File: src/rtl/stx_pkg.sv
package stx_pkg;
  localparam int BUS_W     = 12;
  localparam int NARROW_DW = 8;
  localparam int WIDE_DW   = 10;
  localparam int CMD_NW    = BUS_W - NARROW_DW;
  localparam int CMD_WW    = BUS_W - WIDE_DW;

  typedef struct packed {
    logic [WIDE_DW-1:0] data;
    logic [CMD_NW-1:0]  cmd;
    logic               is_cmd;
  } tx_char_t;
endpackage

File: src/rtl/stx_field_split.sv
module stx_field_split
  import stx_pkg::*;
(
  input  logic [BUS_W-1:0] bus_i,
  input  logic             wide_i,
  output tx_char_t         char_o
);
  logic [WIDE_DW-1:0] data_w;
  logic [CMD_NW-1:0]  cmd_w;

  for (genvar i = 0; i < WIDE_DW; i++) begin : g_data
    if (i < NARROW_DW) begin : g_common
      assign data_w[i] = bus_i[i];
    end else begin : g_wide_only
      assign data_w[i] = wide_i & bus_i[i];
    end
  end

  for (genvar j = 0; j < CMD_NW; j++) begin : g_cmd
    if (j < CMD_WW) begin : g_shared
      assign cmd_w[j] = wide_i ? bus_i[WIDE_DW+j] : bus_i[NARROW_DW+j];
    end else begin : g_narrow_only
      assign cmd_w[j] = ~wide_i & bus_i[NARROW_DW+j];
    end
  end

  always_comb begin
    char_o.data   = data_w;
    char_o.cmd    = cmd_w;
    char_o.is_cmd = |cmd_w;
  end
endmodule

File: src/rtl/stx_arm_stage.sv
module stx_arm_stage
  import stx_pkg::*;
(
  input  logic     clk_i,
  input  logic     rst_i,
  input  logic     stb_i,
  input  logic     ready_n_i,
  input  tx_char_t next_i,
  output logic     wen_n_o,
  output tx_char_t char_o
);
  logic arm;
  assign arm = stb_i & ready_n_i;

  always_ff @(posedge clk_i) begin
    if (rst_i) begin
      wen_n_o <= 1'b1;
      char_o  <= '0;
    end else begin
      wen_n_o <= ~arm;
      if (arm) char_o <= next_i;
    end
  end

  AST_ENABLE_NEEDS_REQUEST: assert property (@(posedge clk_i) disable iff (rst_i)
    !wen_n_o |-> $past(stb_i && ready_n_i));
  AST_REQUEST_ENABLES: assert property (@(posedge clk_i) disable iff (rst_i)
    ($past(stb_i && ready_n_i) && !$past(rst_i)) |-> !wen_n_o);
  AST_CHAR_HELD_IDLE: assert property (@(posedge clk_i) disable iff (rst_i)
    (!$past(stb_i && ready_n_i) && !$past(rst_i)) |-> $stable(char_o));
endmodule

File: src/rtl/stx_ack_gen.sv
module stx_ack_gen (
  input  logic clk_i,
  input  logic rst_i,
  input  logic wen_n_i,
  input  logic ready_n_i,
  output logic ack_o
);
  always_ff @(posedge clk_i) begin
    if (rst_i) ack_o <= 1'b0;
    else       ack_o <= ~wen_n_i & ~ready_n_i;
  end

  AST_ACK_FOLLOWS_CAPTURE: assert property (@(posedge clk_i) disable iff (rst_i)
    ack_o |-> $past(!wen_n_i && !ready_n_i));
  AST_CAPTURE_GETS_ACK: assert property (@(posedge clk_i) disable iff (rst_i)
    ($past(!wen_n_i && !ready_n_i) && !$past(rst_i)) |-> ack_o);
  AST_ACK_SINGLE: assert property (@(posedge clk_i) disable iff (rst_i)
    ack_o |=> !ack_o);
endmodule

File: src/rtl/strobe_tx_adapter.sv
module strobe_tx_adapter
  import stx_pkg::*;
(
  input  logic                 clk_i,
  input  logic                 rst_i,
  input  logic                 wide_mode_i,
  input  logic                 stb_i,
  input  logic [BUS_W-1:0]     bus_i,
  input  logic                 ready_n_i,
  output logic                 wen_n_o,
  output logic [WIDE_DW-1:0]   tx_data_o,
  output logic [CMD_NW-1:0]    tx_cmd_o,
  output logic                 tx_is_cmd_o,
  output logic                 ack_o
);
  tx_char_t split_char;
  tx_char_t held_char;

  stx_field_split u_split (
    .bus_i  (bus_i),
    .wide_i (wide_mode_i),
    .char_o (split_char)
  );

  stx_arm_stage u_arm (
    .clk_i     (clk_i),
    .rst_i     (rst_i),
    .stb_i     (stb_i),
    .ready_n_i (ready_n_i),
    .next_i    (split_char),
    .wen_n_o   (wen_n_o),
    .char_o    (held_char)
  );

  stx_ack_gen u_ack (
    .clk_i     (clk_i),
    .rst_i     (rst_i),
    .wen_n_i   (wen_n_o),
    .ready_n_i (ready_n_i),
    .ack_o     (ack_o)
  );

  assign tx_data_o   = held_char.data;
  assign tx_cmd_o    = held_char.cmd;
  assign tx_is_cmd_o = held_char.is_cmd;

  AST_SELECT_FROM_BUS: assert property (@(posedge clk_i) disable iff (rst_i)
    !wen_n_o |-> (tx_is_cmd_o == ($past(wide_mode_i) ? $past(|bus_i[BUS_W-1:WIDE_DW])
                                                     : $past(|bus_i[BUS_W-1:NARROW_DW]))));
  AST_NARROW_UPPER_ZERO: assert property (@(posedge clk_i) disable iff (rst_i)
    (!wen_n_o && !$past(wide_mode_i)) |-> (tx_data_o[WIDE_DW-1:NARROW_DW] == '0));
  AST_WIDE_CMD_UPPER_ZERO: assert property (@(posedge clk_i) disable iff (rst_i)
    (!wen_n_o && $past(wide_mode_i)) |-> (tx_cmd_o[CMD_NW-1:CMD_WW] == '0));
endmodule

File: config.mk
export PLATFORM = sky130hd
export DESIGN_NAME = strobe_tx_adapter
export DESIGN_NICKNAME = d
export VERILOG_FILES = /design/src/rtl/stx_pkg.sv /design/src/rtl/stx_field_split.sv /design/src/rtl/stx_arm_stage.sv /design/src/rtl/stx_ack_gen.sv /design/src/rtl/strobe_tx_adapter.sv
export SDC_FILE = /design/constraint.sdc
export NUM_CORES = 1
export LEC_CHECK = 0
export BUFFER_PORTS_ARGS = -buffer_cell sky130_fd_sc_hd__buf_2
export CAP_MARGIN = 10
export CORE_MARGIN = 2
export CORE_UTILIZATION = 47
export CTS_CLUSTER_SIZE = 20
export DETAILED_ROUTE_END_ITERATION = 12
export PLACE_DENSITY = 0.84
export SKIP_LAST_GASP = 1
export SLEW_MARGIN = 15
export SYNTH_ARGS = -nofsm -noshare
export SYNTH_HDL_FRONTEND = slang
export SYNTH_SLANG_ARGS = --single-unit
File: constraint.sdc
create_clock -name clk_i -period 1.7 [get_ports clk_i]
set_input_delay 0 -clock clk_i [delete_from_list [all_inputs] [get_ports clk_i]]
set_output_delay 0 -clock clk_i [all_outputs]
set_load 0.005 [all_outputs]
==> flow_summary.ini, run 1 <==
[clock_network]
htree_levels = 1
cts_tree = done
root_buffer = clkbuf_4
cts_resized = 0
clockBufferDepth = 2
clk_latency_ps = 280
numClockSinks = 17
clk_pin_slew_ps = 100
cts-buffers-inserted = 3

[critical_path]
cp-end-kind = flip-flop
startpoint = u_arm.char_o[12]
rr_endpoint = u_arm.char_o[12]
critPathKind = reg -> reg
ff2ff_path_depth = 2
cp-start-kind = flip-flop
worstReg2RegStart = u_arm.char_o[12]
critPathMaxFanout = 2
required_ps = 1920
r2r_slack_ps = 910
arrival_ps = 1000

[synthesis]
synth.distinct_cells = 17
syn-num-nets = 91
ys_async_sr_fraction = 0
synth.top_cell.area_share = 0.4682
synth_common_cells = 17 x dfxtp_1, 15 x a21oi_1, 12 x a21bo_2
avgSynthCellArea_um2 = 9.824
synthFlopType = dfxtp_1
post_synth_instance_area_um2 = 726.9
synth_seq_area_share = 0.4682
yosysWarningCount = 0
syn_inst = 74
synth_edf_count = 0
synth_area_leader_cell = dfxtp_1
ys_ff_latch = 17
synth_most_common_cell = dfxtp_1
yosys-top-cells-area = dfxtp_1 47%, a21bo_2 17%, a21oi_1 10%, nand3_1 5.5%, buf_2 3.4%

[power]
peakVddDrop_mv = 0.4463
power_density_nw_per_um2 = 773.9
leakagePower_nw = 0.4362

[timing]
hold_violations = 0
whs_ps = 18.08
slew_violations = 0
fmax_mhz = 1270
period_share = 0.4632
skew_ps = 0.1234
finalCriticalPeriod_ps = 787.4
worstMarginPinSlew_ps = 515.7
finalSetupTns_ps = 0
finalSetupViolCount = 0
slew_headroom = 0.6562
rsz0062_at_grt = false

[detailed_routing]
drt-total-wl_um = 1672
wl_per_cell_um = 13.27
postRouteAntennaNets = 0
vias = 657
drtIter0Drc = 21
drtPass1Iterations = 4
drc = 0
viasPerCell = 5.214

[grt]
grt_pass1_wl_um = 2594
grtUsageMet1 = 0.2115
track_usage = 0.1865
gr-total-overflow = 0
antenna_found_initial = 0
grt_max_degree = 33
grt_pass1_vias = 603
grtUsageMet3 = 0.03750
grt_busiest_layer = met2
met2_usage = 0.3403

[floorplan]
core-area_um2 = 1471
io_pins = 34
die_w_um = 43.33
start_util = 0.4940
die_area_um2 = 1877
die_h_um = 43.33
rows = 14

[placed_design]
dp.cells = 114
portBuffers = 33
place_congestion = 0.7025

[cells_and_area]
area_delta_synth_final_pct = 33.73
diodes = 0
drive_gt1_frac = 0.4364
final_util = 0.6607
nets = 128
fin_cells = 126

[hold_path]
min_to = u_arm.char_o[4]
worstHoldStart = bus_i[11]
min_path_type = in -> reg
hold_depth = 3

[flow_run]
cap_violations = 0

[status]
status = completed
worst max path at each step:
stage,endpoint,slack (ps),cells after the start
CTS,u_arm.char_o[9],930,2
global route,u_arm.char_o[2],850,2
floorplan,u_arm.char_o[10],990,2
finish,u_arm.char_o[12],910,2
detailed placement,u_arm.char_o[0],710,3
global placement,u_arm.char_o[0],740,3
cell families after synthesis:
| family | after synthesis | share of synthesized area |
|---|---|---|
| AOI/OAI and AO/OA | 31 | 0.3133 |
| buffers and inverters | 9 | 0.06368 |
| DFF | 17 | 0.4682 |
| muxes | 2 | 0.02754 |
| and+or+nand+nor | 15 | 0.1274 |
where the power goes:
group / leakage [nW] / total, mW / internal (mW) / switching (mW)
clock: 0.0150 / 0.210 / 0.0911 / 0.119
combinational: 0.282 / 0.120 / 0.0619 / 0.0578
sequential: 0.139 / 0.423 / 0.416 / 0.00738
total: 0.436 / 0.752 / 0.569 / 0.184
routing by layer:
metal / up-vias / part of all wire
met2: 24 / 0.51
met3: 0 / 0.062
met5: - / 0
met4: 0 / 0
li1: 344 / -
met1: 289 / 0.43
registers in the layout, summed over array words and instances (netlist names):
name,flops
u_arm.char_o,15
u_ack.ack_o,1
u_arm.wen_n_o,1
timing repair:
item	CTS	global route
hold endpoints to repair	8	0
buffers inserted	0	0
hold buffers	8	0
cell usage in the layout (no fill, tap or decap):
cell type | Yosys | layout
nand3b_1 | 1 | 1
nand4b_1 | 2 | 2
dfxtp_1 | 17 | 17
nor3_1 | 1 | 1
mux2i_1 | 2 | 2
nand3_1 | 8 | 8
a21oi_1 | 15 | 15
buf_2 | 5 | 33
nand4_1 | 2 | 2
a311oi_1 | 2 | 2
a21bo_2 | 12 | 12
a211oi_1 | 1 | 1
nor4bb_1 | 1 | 1
clkbuf_4 | 0 | 3
o21bai_1 | 1 | 1
clkbuf_1 | 1 | 1
dlygate4sd3_1 | 0 | 8
final cells by class:
type / count / area, um2
flip-flops and latches: 17 / 340.3
multi-input cells: 48 / 340.3
clock buffers: 4 / 26.28
well taps: 16 / 20.02
fillers: 128 / 499.2
repair buffers: 41 / 245.2
critical path, cell delays in order (launching register included):
cell and delay (ps):
dfxtp_1 350, a21bo_2 220, a21oi_1 150
per-stage QoR:
step | power [mW] | worst slack, ps | instance area (um2)
4_1_cts | 0.7538 | 926.1 | 972.2
2_1_floorplan | 0.4963 | 993.7 | 726.9
6_report | 0.7523 | 912.6 | 972.2
3_5_place_dp | 0.5364 | 706.2 | 865.8
5_1_grt | 0.7982 | 845.4 | 972.2
3_3_place_gp | 0.5320 | 743.7 | 865.8
Note: power is estimated with default switching activity, not from simulation.
==> run 2, diff against run 1 <==
Settings changed: CORE_UTILIZATION 47 to 44, PLACE_DENSITY 0.84 to 0.79.
Clock period 1.7 ns to 0.8 ns, I/O delays scaled along.
==> run 2 against run 1 <==
Clock skew about the same. Critical endpoint is now tx_cmd_o[0]. Final cell count increased by 4.0%. Sequential share of layout area decreased by 2.6 points.
==> flow_summary.ini, run 2 (synthesis gave the netlist of run 1 again) <==
[cells_and_area]
mostFrequentLayoutCell = buf_2
largest_register = u_arm.char_o
nets = 133
drive_gt1_frac = 0.4609
final_util = 0.6897
largest_reg_flops = 15
top_regs = u_arm.char_o: 15 flops, u_ack.ack_o: 1 flops, u_arm.wen_n_o: 1 flops
area_delta_synth_final_pct = 44.58
diodes = 0
fin_area_um2 = 1051
mostFrequentLayoutCells = 33 x buf_2, 17 x dfxtp_1, 15 x a21oi_1, 12 x a21bo_2, 9 x dlygate4sd3_1

[grt]
track_usage = 0.1808
grt_pass1_vias = 615
grt_pass1_wl_um = 2635
grt_max_degree = 20
antenna_found_initial = 0
gr-total-overflow = 0

[detailed_routing]
wl_per_cell_um = 12.99
drtPass1Iterations = 4
postRouteAntennaNets = 0
drtIter0Drc = 12
drc = 0
viasPerCell = 5.481
drt-total-wl_um = 1702
vias = 718

[power]
power_density_nw_per_um2 = 1567
peakVddDrop_mv = 0.9510
p_total_mw = 1.647
leakagePower_nw = 0.4761

[timing]
finalSetupViolCount = 0
worstMarginPinSlew_ps = 305.0
fmax_mhz = 1313
slew_headroom = 0.7967
rsz0062_at_grt = false
finalSetupTns_ps = 0
period_share = 0.9522
hold_violations = 0
setup_ws_ps = 38.22
skew_ps = 0.008604
slew_violations = 0
finalCriticalPeriod_ps = 761.8

[critical_path]
crit_path_top_delay_cell = dfxtp_1
critPathMaxStageDelay_ps = 360
crit_family = flip-flops
arrival_ps = 760
cp-start-kind = flip-flop
cp-end-kind = output port
path_buf_inv = 1
critPathKind = reg -> out
critPathMaxFanout = 2
required_ps = 800
path_cells = buf_2

[clock_network]
root_buffer = clkbuf_4
cts-buffers-inserted = 3
numClockSinks = 17
htree_levels = 1
ctsHoldBuffers = 9
cts_tree = done
cts_resized = 0
postCtsSetupBuffers = 0
clk_latency_ps = 290
clk_pin_slew_ps = 100
clockBufferDepth = 2

[placed_design]
portBuffers = 33
hpwl_um = 1121
place_area_um2 = 933.4
place_congestion = 0.7555
pre_cts_slack_ps = 86.57

[floorplan]
die_area_um2 = 1993
rows = 14
start_util = 0.4770
core-area_um2 = 1524
die_h_um = 44.65
io_pins = 34
die_w_um = 44.65

[hold_path]
min_path_type = in -> reg

[flow_run]
cap_violations = 0

[status]
status = completed
## run 2: cell type report
class | instances | area (um2)
Sequential cell | 17 | 340.3
Clock buffer | 3 | 22.52
Fill cell | 124 | 473.0
Clock inverter | 1 | 5.005
Multi-Input combinational cell | 48 | 340.3
Tap cell | 16 | 20.02
Timing Repair Buffer | 46 | 322.8
## run 2: worst paths after layout
| kind | startpoint | to | slack (ps) | cells past startpoint |
|---|---|---|---|---|
| worst max-delay path | u_arm.char_o[1] | tx_cmd_o[0] | 40 | 1 |
| worst max register to register | u_arm.char_o[12] | u_arm.char_o[12] | 60 | 2 |
| worst min-delay path | bus_i[8] | u_arm.char_o[13] | 8 | 3 |
| worst min register to register | u_arm.wen_n_o | u_ack.ack_o | 420 | 1 |
## run 2: power by group
part	switching, mW	internal [mW]
clock network	0.266	0.186
registers	0.0155	0.883
logic	0.129	0.167
## run 2: stage by stage
stage	cells	hold WS [ps]
6_report	131	7.735
5_1_grt	131	8.063
4_1_cts	131	1.305
3_5_place_dp	118	256.6
3_3_place_gp	118	252.3
2_1_floorplan	74	147.5
## run 2: routing by layer
| layer | share of wire | GRT usage | vias up |
|---|---|---|---|
| li1 | - | - | 359 |
| met1 | 0.44 | 0.2206 | 339 |
| met2 | 0.50 | 0.3072 | 18 |
| met3 | 0.049 | 0.03673 | 2 |
| met4 | 0.0076 | 0.07273 | 0 |
| met5 | 0 | 0 | - |
## run 2: worst reg2reg max path, cell delays in order, from the launching register on
cell and delay [ps]:
dfxtp_1 330, a21bo_2 210, a21oi_1 140
